`config.mk`:
```
export PLATFORM = sky130hd
export DESIGN_NAME = region_store_buffer
export DESIGN_NICKNAME = d
export VERILOG_FILES = /design/src/rtl/sb_pkg.sv /design/src/rtl/sb_ring.sv /design/src/rtl/sb_issue_sel.sv /design/src/rtl/sb_out_ctr.sv /design/src/rtl/region_store_buffer.sv
export SDC_FILE = /design/constraint.sdc
export NUM_CORES = 1
export LEC_CHECK = 0
export BUFFER_PORTS_ARGS = -buffer_cell sky130_fd_sc_hd__buf_2
export CORE_UTILIZATION = 35
export CTS_CLUSTER_DIAMETER = 120
export CTS_CLUSTER_SIZE = 24
export DETAILED_ROUTE_END_ITERATION = 6
export PLACE_DENSITY = 0.49
export SLEW_MARGIN = 10
export SYNTH_ARGS = -nofsm -noshare
export SYNTH_HDL_FRONTEND = slang
export SYNTH_HIERARCHICAL = 1
export SYNTH_SLANG_ARGS = --single-unit
export TNS_END_PERCENT = 10
```
`constraint.sdc`:
```
create_clock -name clk_i -period 18.9 [get_ports clk_i]
set_input_delay 3.78 -clock clk_i [delete_from_list [all_inputs] [get_ports clk_i]]
set_output_delay 3.78 -clock clk_i [all_outputs]
set_load 0.05 [all_outputs]
```
`src/rtl/sb_pkg.sv`:
```
package sb_pkg;
  typedef struct packed {
    logic valid;
    logic fence;
    logic safe;
    logic issued;
    logic done;
  } sb_flags_t;
endpackage

```
`src/rtl/sb_ring.sv`:
```
module sb_ring
  import sb_pkg::*;
#(
  parameter int DEPTH = 8,
  parameter int AW = 32,
  parameter int DW = 32,
  parameter int MW = 4,
  localparam int PW = $clog2(DEPTH),
  localparam int CW = PW + 1
) (
  input  logic                  clk_i,
  input  logic                  rst_ni,
  input  logic                  push_i,
  input  logic                  push_fence_i,
  input  logic                  push_safe_i,
  input  logic [AW-1:0]         push_addr_i,
  input  logic [DW-1:0]         push_data_i,
  input  logic [MW-1:0]         push_mask_i,
  input  logic                  issue_i,
  input  logic [PW-1:0]         issue_idx_i,
  input  logic                  cpl_i,
  input  logic [PW-1:0]         cpl_idx_i,
  input  logic [PW-1:0]         rd_idx_i,
  output logic [AW-1:0]         rd_addr_o,
  output logic [DW-1:0]         rd_data_o,
  output logic [MW-1:0]         rd_mask_o,
  output sb_flags_t [DEPTH-1:0] flags_o,
  output logic [PW-1:0]         head_o,
  output logic [CW-1:0]         count_o
);
  logic [AW-1:0] addr_q [DEPTH];
  logic [DW-1:0] data_q [DEPTH];
  logic [MW-1:0] mask_q [DEPTH];
  sb_flags_t [DEPTH-1:0] flags_q;
  logic [PW-1:0] head_q, tail_q;
  logic [CW-1:0] cnt_q;
  logic pop;

  // head leaves once its store completed, or at once if it is a fence
  assign pop = flags_q[head_q].valid && (flags_q[head_q].fence || flags_q[head_q].done);

  always_ff @(posedge clk_i or negedge rst_ni) begin
    if (!rst_ni) begin
      flags_q <= '0;
    end else begin
      for (int i = 0; i < DEPTH; i++) begin
        if (push_i && tail_q == PW'(i)) begin
          flags_q[i] <= '{valid: 1'b1, fence: push_fence_i, safe: push_safe_i,
                          issued: 1'b0, done: 1'b0};
        end else if (pop && head_q == PW'(i)) begin
          flags_q[i] <= '0;
        end else begin
          if (issue_i && issue_idx_i == PW'(i)) flags_q[i].issued <= 1'b1;
          if (cpl_i && cpl_idx_i == PW'(i)) flags_q[i].done <= 1'b1;
        end
      end
    end
  end

  always_ff @(posedge clk_i) begin
    if (push_i) begin
      addr_q[tail_q] <= push_addr_i;
      data_q[tail_q] <= push_data_i;
      mask_q[tail_q] <= push_mask_i;
    end
  end

  always_ff @(posedge clk_i or negedge rst_ni) begin
    if (!rst_ni) begin
      head_q <= '0;
      tail_q <= '0;
      cnt_q  <= '0;
    end else begin
      if (push_i) tail_q <= tail_q + PW'(1);
      if (pop)    head_q <= head_q + PW'(1);
      cnt_q <= cnt_q + CW'(push_i) - CW'(pop);
    end
  end

  assign rd_addr_o = addr_q[rd_idx_i];
  assign rd_data_o = data_q[rd_idx_i];
  assign rd_mask_o = mask_q[rd_idx_i];
  assign flags_o   = flags_q;
  assign head_o    = head_q;
  assign count_o   = cnt_q;
endmodule

```
`src/rtl/sb_issue_sel.sv`:
```
module sb_issue_sel
  import sb_pkg::*;
#(
  parameter int DEPTH = 8,
  localparam int PW = $clog2(DEPTH)
) (
  input  sb_flags_t [DEPTH-1:0] flags_i,
  input  logic [PW-1:0]         head_i,
  input  logic                  out_idle_i,
  input  logic                  out_room_i,
  output logic                  sel_valid_o,
  output logic [PW-1:0]         sel_idx_o,
  output logic                  sel_safe_o
);
  logic found, blocked, older_open;
  logic [PW-1:0] idx;
  sb_flags_t f;

  always_comb begin
    found      = 1'b0;
    blocked    = 1'b0;
    older_open = 1'b0;
    sel_idx_o  = '0;
    sel_safe_o = 1'b0;
    idx        = '0;
    f          = '0;
    for (int i = 0; i < DEPTH; i++) begin
      idx = head_i + PW'(i);
      f   = flags_i[idx];
      if (f.valid && !f.fence && !f.issued && !found) begin
        if (f.safe && !blocked) begin
          found = 1'b1; sel_idx_o = idx; sel_safe_o = 1'b1;
        end else if (!f.safe && !older_open && out_idle_i) begin
          found = 1'b1; sel_idx_o = idx; sel_safe_o = 1'b0;
        end
      end
      // fences and strict stores close the reorder window for younger entries
      if (f.valid && (f.fence || (!f.safe && !f.done))) blocked = 1'b1;
      if (f.valid && (f.fence || !f.done)) older_open = 1'b1;
    end
    sel_valid_o = found && out_room_i;
  end
endmodule

```
`src/rtl/sb_out_ctr.sv`:
```
module sb_out_ctr #(
  parameter int MAX_OUT = 4,
  localparam int OW = $clog2(MAX_OUT + 1)
) (
  input  logic          clk_i,
  input  logic          rst_ni,
  input  logic          inc_i,
  input  logic          dec_i,
  output logic [OW-1:0] cnt_o,
  output logic          idle_o,
  output logic          room_o
);
  logic [OW-1:0] cnt_q;

  always_ff @(posedge clk_i or negedge rst_ni) begin
    if (!rst_ni) cnt_q <= '0;
    else         cnt_q <= cnt_q + OW'(inc_i) - OW'(dec_i);
  end

  assign cnt_o  = cnt_q;
  assign idle_o = (cnt_q == '0);
  assign room_o = (cnt_q < OW'(MAX_OUT));
endmodule

```
`src/rtl/region_store_buffer.sv`:
```
module region_store_buffer
  import sb_pkg::*;
#(
  parameter int DEPTH   = 8,
  parameter int MAX_OUT = 4,
  parameter int AW      = 32,
  parameter int DW      = 32,
  parameter int MW      = 4,
  localparam int PW = $clog2(DEPTH),
  localparam int CW = PW + 1,
  localparam int OW = $clog2(MAX_OUT + 1)
) (
  input  logic          clk_i,
  input  logic          rst_ni,
  input  logic          in_valid_i,
  output logic          in_ready_o,
  input  logic          in_fence_i,
  input  logic          in_safe_i,
  input  logic [AW-1:0] in_addr_i,
  input  logic [DW-1:0] in_data_i,
  input  logic [MW-1:0] in_mask_i,
  output logic          req_valid_o,
  input  logic          req_ready_i,
  output logic [AW-1:0] req_addr_o,
  output logic [DW-1:0] req_data_o,
  output logic [MW-1:0] req_mask_o,
  output logic [PW-1:0] req_tag_o,
  input  logic          cpl_valid_i,
  input  logic [PW-1:0] cpl_tag_i,
  output logic          drained_o
);
  sb_flags_t [DEPTH-1:0] flags;
  logic [PW-1:0] head, sel_idx;
  logic [CW-1:0] occ_cnt;
  logic [OW-1:0] out_cnt;
  logic push, issue, sel_valid, sel_safe, out_idle, out_room;

  assign in_ready_o = (occ_cnt != CW'(DEPTH));
  assign push       = in_valid_i && in_ready_o;
  assign issue      = sel_valid && req_ready_i;

  sb_ring #(.DEPTH(DEPTH), .AW(AW), .DW(DW), .MW(MW)) i_ring (
    .clk_i, .rst_ni,
    .push_i(push), .push_fence_i(in_fence_i), .push_safe_i(in_safe_i),
    .push_addr_i(in_addr_i), .push_data_i(in_data_i), .push_mask_i(in_mask_i),
    .issue_i(issue), .issue_idx_i(sel_idx),
    .cpl_i(cpl_valid_i), .cpl_idx_i(cpl_tag_i),
    .rd_idx_i(sel_idx), .rd_addr_o(req_addr_o), .rd_data_o(req_data_o),
    .rd_mask_o(req_mask_o), .flags_o(flags), .head_o(head), .count_o(occ_cnt)
  );

  sb_issue_sel #(.DEPTH(DEPTH)) i_sel (
    .flags_i(flags), .head_i(head), .out_idle_i(out_idle), .out_room_i(out_room),
    .sel_valid_o(sel_valid), .sel_idx_o(sel_idx), .sel_safe_o(sel_safe)
  );

  sb_out_ctr #(.MAX_OUT(MAX_OUT)) i_out (
    .clk_i, .rst_ni, .inc_i(issue), .dec_i(cpl_valid_i),
    .cnt_o(out_cnt), .idle_o(out_idle), .room_o(out_room)
  );

  assign req_valid_o = sel_valid;
  assign req_tag_o   = sel_idx;
  assign drained_o   = (occ_cnt == '0) && out_idle;
endmodule

```
# --- After elaboration in Yosys (flattened, before gate mapping) ---
# Memory sizes are Yosys's and may differ from the RTL's.
# Cells that the tools add are included.
totals:
  ff_bits: 53
  latch_bits: 0
  ramBits: 544
  mem_bits_ro: 0
  inputBits: 78
  wordCells: 417
  mem_count: 3
op_classes:
  addsub: 12
  multipliers: 0
  n_div: 0
  magnitude_cmp: 9
  n_eq_ne: 29
  shifts: 0
  mux: 120
  bitwise_logic: 0
  reduce_logical: 200
memory_table:
  columns: ["name", "words", "width", "read_ports", "rd_ports_with_merged_regs", "wr", "line", "text"]
  rows:
  - ["i_ring.addr_q", 8, 32, 1, 0, 1, "sb_ring.sv:31", "logic [AW-1:0] addr_q [DEPTH];"]
  - ["i_ring.data_q", 8, 32, 1, 0, 1, "sb_ring.sv:32", "logic [DW-1:0] data_q [DEPTH];"]
  - ["i_ring.mask_q", 8, 4, 1, 0, 1, "sb_ring.sv:33", "logic [MW-1:0] mask_q [DEPTH];"]
op_table:
  columns: ["operator", "count"]
  rows:
  - ["binary-select mux 5 bit (select 3 bit)", 8]
  - ["logical AND 1 bit", 103]
  - ["2-to-1 mux 3 bit", 32]
  - ["2-to-1 mux 5 bit", 16]
  - ["2-to-1 mux 1 bit", 56]
  - ["zero test 1 bit", 52]
  - ["== test 3 bit (second input constant)", 16]
  - ["nonzero test 3 bit", 16]
  - ["less-than comparator 3 x 4 -> 1 bit (second input constant)", 8]
  - ["== test 3 x 2 -> 1 bit (second input constant)", 8]
  - ["2-to-1 mux 2 bit", 8]
  - ["nonzero test 2 bit", 8]
  - ["zero test 3 bit", 5]
  - ["logical OR 1 bit", 15]
  - ["adder 3 bit (second input constant)", 4]
  - ["== test 3 x 1 -> 1 bit (second input constant)", 4]
  - ["adder 3 x 1 -> 3 bit (second input constant)", 2]
  - ["adder 3 x 2 -> 3 bit (second input constant)", 2]
  - ["adder 4 x 1 -> 4 bit", 1]
  - ["zero test 4 bit", 1]
  - ["!= test 4 bit (second input constant)", 1]
  - ["subtractor 4 x 1 -> 4 bit", 1]
  - ["adder 3 x 1 -> 3 bit", 1]
  - ["less-than comparator 3 bit (second input constant)", 1]
  - ["subtractor 3 x 1 -> 3 bit", 1]

# --- Depth between registers and ports, before layout ---
depth:
  word_depth: 36
  mapped_depth: 22
  ltp_nobuf: 16

# --- Cells and area by module ---
# Netlist, hierarchy kept.
modules_own_cells:
  columns: ["mod", "instances", "cells_each", "area_each_um2", "seq_area_each_um2"]
  rows:
  - ["sb_ring", 1, 1034, 22771.8, 17586.9]
  - ["sb_issue_sel", 1, 304, 2692.6, 0.0]
  - ["sb_out_ctr", 1, 13, 166.4, 75.1]
  - ["region_store_buffer", 1, 5, 36.3, 0.0]

# --- Worst setup path before layout ---
# OpenSTA, ideal clock, no wires.
synth_path:
  kind: "flip-flop to output port"
  from: "register i_ring.head_q[0] (netlist: i_ring/head_o[0])"
  to: "output port req_addr_o[22]"
  t_arrival_ns: 6.282
  t_required_ns: 15.120
  slack_ns: 8.838
  stages_incl_launch_ff: 21
  path_cell_list: "dfrtp_1 -> buf_6 -> buf_6 -> inv_2 -> ha_1 -> buf_6 -> mux4_2 -> nor2b_1 -> a2bb2oi_1 -> o32a_4 -> and2_4 -> a32o_2 -> nor2_1 -> and4b_1 -> nand3_1 -> a31oi_1 -> buf_2 -> buf_2 -> buf_2 -> mux4_2 -> mux2_2"
synth_via:
  elab_chain_len: 31
  elab_cells_between_ends: 215
synth_rtl:
  columns: ["item", "line", "text"]
  rows:
  - ["from (decl)", "sb_ring.sv:35", "logic [PW-1:0] head_q, tail_q;"]
  - ["from (signal assigned)", "sb_ring.sv:75", "if (pop) head_q <= head_q + PW'(1);"]
  - ["parallel branches: the longest is 29 deep, another holds adder 3 x 1 -> 3 bit", null, null]
  - ["2-to-1 mux 3 bit *", "sb_issue_sel.sv:30", "if (f.valid && !f.fence && !f.issued && !found) begin"]
  - ["named net req_tag_o[0]", "region_store_buffer.sv:27", "output logic [PW-1:0] req_tag_o,"]
  - ["memory read (8 x 32 bit) *", null, null]
  - ["to (decl)", "region_store_buffer.sv:24", "output logic [AW-1:0] req_addr_o,"]
# Mark *: on every way through the listed nets, which the timed path passes. The select of a mux whose other input is x is not followed.

# --- Worst setup path in the final report ---
layout_path:
  from: "register i_ring.head_q[1] (netlist: i_ring/head_o[1])"
  to: "output port req_addr_o[13]"
layout_via:
  elab_chain_len: 31
  elab_cells_between_ends: 215
layout_rtl:
  columns: ["item", "line"]
  rows:
  - ["parallel branches: the longest is 29 deep, another holds adder 3 x 1 -> 3 bit", null]
  - ["2-to-1 mux 3 bit *", "sb_issue_sel.sv:30"]
  - ["memory read (8 x 32 bit) *", null]
# Every way passes the cells marked *. The select of a mux whose other input is x is not followed.

==> run_results.csv <==
group,metric,value,unit
sta,fmaxAchievable,91.69,MHz
sta,hold_viol,0,
floorplan,row_count,98,
sta,rsz0062_at_grt,"false",
critical_path,crit_fanout,44,
clocking,clock-sinks,597,
clocking,cts_tree,"built",
sta,fin_setup_tns,0,ps
global_route,grt_pass1_vias,13520,
clocking,cts_setup_buffers,0,
drt,drt_pre_antenna_iters,5,
status,status,"finished, final reports clean",
clocking,clk_latency,600,ps
sta,slew-limit-headroom,23.57,%
clocking,cts-root-buf,"clkbuf_16",
sta,period_share,57.71,%
sta,setup_viol,0,
drt,drt_iter0_drc,985,
drt,wl_met1,27.39,mm
synthesis,syn-num-nets,1439,
synthesis,ys_warn_count,6,
global_route,grt_usage,16.28,%
critical_path,cp_cell_sequence,"buf_4 -> inv_2 -> ha_1 -> buf_4 -> mux4_2 -> mux2i_1 -> inv_1 -> a211oi_1 -> o22ai_1 -> nor2b_2 -> and4b_1 -> nand3_1 -> a31oi_4 -> buf_4 -> mux4_2 -> mux2_2 -> buf_2",
floorplan,die_y,272.3,microns
place,gp_congestion,0.8834,
critical_path,crit_path_end_kind,"primary output",
place,place_area,27520,sq um
sta,worst_slew_pin_slew,1138,ps
drt,drc,0,
cells_and_area,design_area,28330,sq um
min_path,hp-class,"register to register",
floorplan,initial_utilization,35.59,%
drt,ant_nets,0,
clocking,cts_resized,0,
synthesis,syn-cell-area,25580,sq um
drt,vias,13060,
floorplan,dieArea,74160,sq um
cells_and_area,layout-drive-gt1-share,32.80,%
drt,wl_met2,28.95,mm
critical_path,cp_common_cell,"buf_4",
place,portBuffers,151,
clocking,ctsHoldBuffers,0,
critical_path,path_class,"register to primary output",
place,dp_hpwl,35.65,mm
critical_path,critPathMaxStageDelay,760,ps
critical_path,worst_ep_required_time,15120,ps
global_route,grt_max_degree,143,
critical_path,worst_ep_arrival_time,7130,ps
clocking,clkTransAtPathRegs,110,ps
floorplan,coreArea,71850,sq um
floorplan,num_io_pins,152,
cells_and_area,nets,1587,
clocking,cts_max_level,1,
critical_path,slowest_stage,"buf_4",
clocking,clockBufferDepth,3,
global_route,grt_antenna_before_repair,8,
floorplan,die_w,272.3,microns
sta,slew_viol_final,0,
global_route,grt_overflow,0,
cells_and_area,area_delta_synth_final,10.79,%
drt,wl,60.35,mm
synthesis,synthCells,1339,
critical_path,cp_num_buf_inv,6,
drt,wl_met3,2.997,mm
global_route,grt_pass1_wl,90.54,mm
run,drv_cap,0,
clocking,cts_made_buffers,28,
synthesis,synth_area_per_cell,19.10,sq um
drt,avgViaCountPerCell,5.310,
critical_path,path_delay_family,"buffers and inverters",
drt,routedWlPerCell,24.53,microns
drt,top_layer,"met5",
sta,period_needed,10910,ps
critical_path,worstSetupStartpointType,"register",
sta,finalClockSkew,20.59,ps
-- cell type report --
class                      count  area, sq um
clock inverter                 1        5.005
timing repair buffer         180        998.5
antenna                        1        2.502
inverter                      35        131.4
tap                          950         1189
sequential                   597        17670
multi-input combinational    645         7535
clock buffer                  51        808.3
fill                        6606        43520
-- sequential cells by signal, summed over array words and instances, names as in the netlist --
register        cells
i_ring/addr_q     256
i_ring/data_q     256
i_ring/tail_q       3
i_out/cnt_o         3
i_ring/mask_q      32
i_ring/flags_o     40
i_ring/count_o      4
i_ring/head_o       3
-- per-layer routing --
layer	GRT usage [%]	up-vias
met5	0	-
met1	23.39	6952
li1	-	5768
met2	26.24	268
met3	2.698	63
met4	3.031	12
-- worst register-to-register path, cell delays in order (launching register included) --
cell and delay [ps]:
dfrtp_1 340, buf_4 410, inv_2 220, ha_1 490, buf_4 390, mux4_2 640, mux2i_1 170, inv_1 70
a211oi_1 410, o22ai_1 220, nor2b_2 270, nand2b_1 180, nor3_4 180, or3b_1 380, nand4_1 210, buf_4 340
buf_4 610, nor2b_1 230, a31oi_1 260, a211oi_1 70
-- metrics by stage --
stage	util [%]	hold slack, ps	setup WS, ps	cells
2_1_floorplan	-	506.9	8860	1339
3_3_place_gp	38.30	559.1	8670	2407
3_5_place_dp	38.30	572.1	8588	2407
4_1_cts	39.43	599.0	7903	2459
5_1_grt	39.43	640.2	7414	2459
6_report	39.43	597.1	7993	2460
-- cells in the final DEF, fill, tap and decap left out, types with 12 or more instances in the layout --
cell type	n
buf_4	27
mux2i_1	21
buf_2	151
nor2b_1	14
o21ai_1	12
clkbuf_16	29
edfxtp_1	544
a31oi_1	13
nor2_1	59
o21ai_0	19
clkbuf_1	22
inv_1	32
o22ai_1	22
mux4_2	169
nand2_1	57
ha_1	20
a21oi_1	15
dfrtp_1	52
mux2_2	83
-- final timing paths --
| check | start | endpoint | slack, ps | depth (start not counted) |
|---|---|---|---|---|
| worst max-delay path | i_ring/head_o[1] | req_addr_o[13] | 7990 | 17 |
| worst min-delay path | i_ring/flags_o[6] | i_ring/flags_o[6] | 600 | 2 |
| worst max register to register | i_ring/head_o[1] | i_ring/flags_o[16] | 12690 | 19 |
| worst min register to register | i_ring/flags_o[6] | i_ring/flags_o[6] | 600 | 2 |
| max in group asynchronous | rst_ni | i_ring/head_o[0] | 15050 | 2 |
| min in group asynchronous | rst_ni | i_ring/count_o[3] | 3290 | 2 |
Power is not shown: default switching activity piles up to over one toggle a cycle in this logic, so the estimate is an artifact.
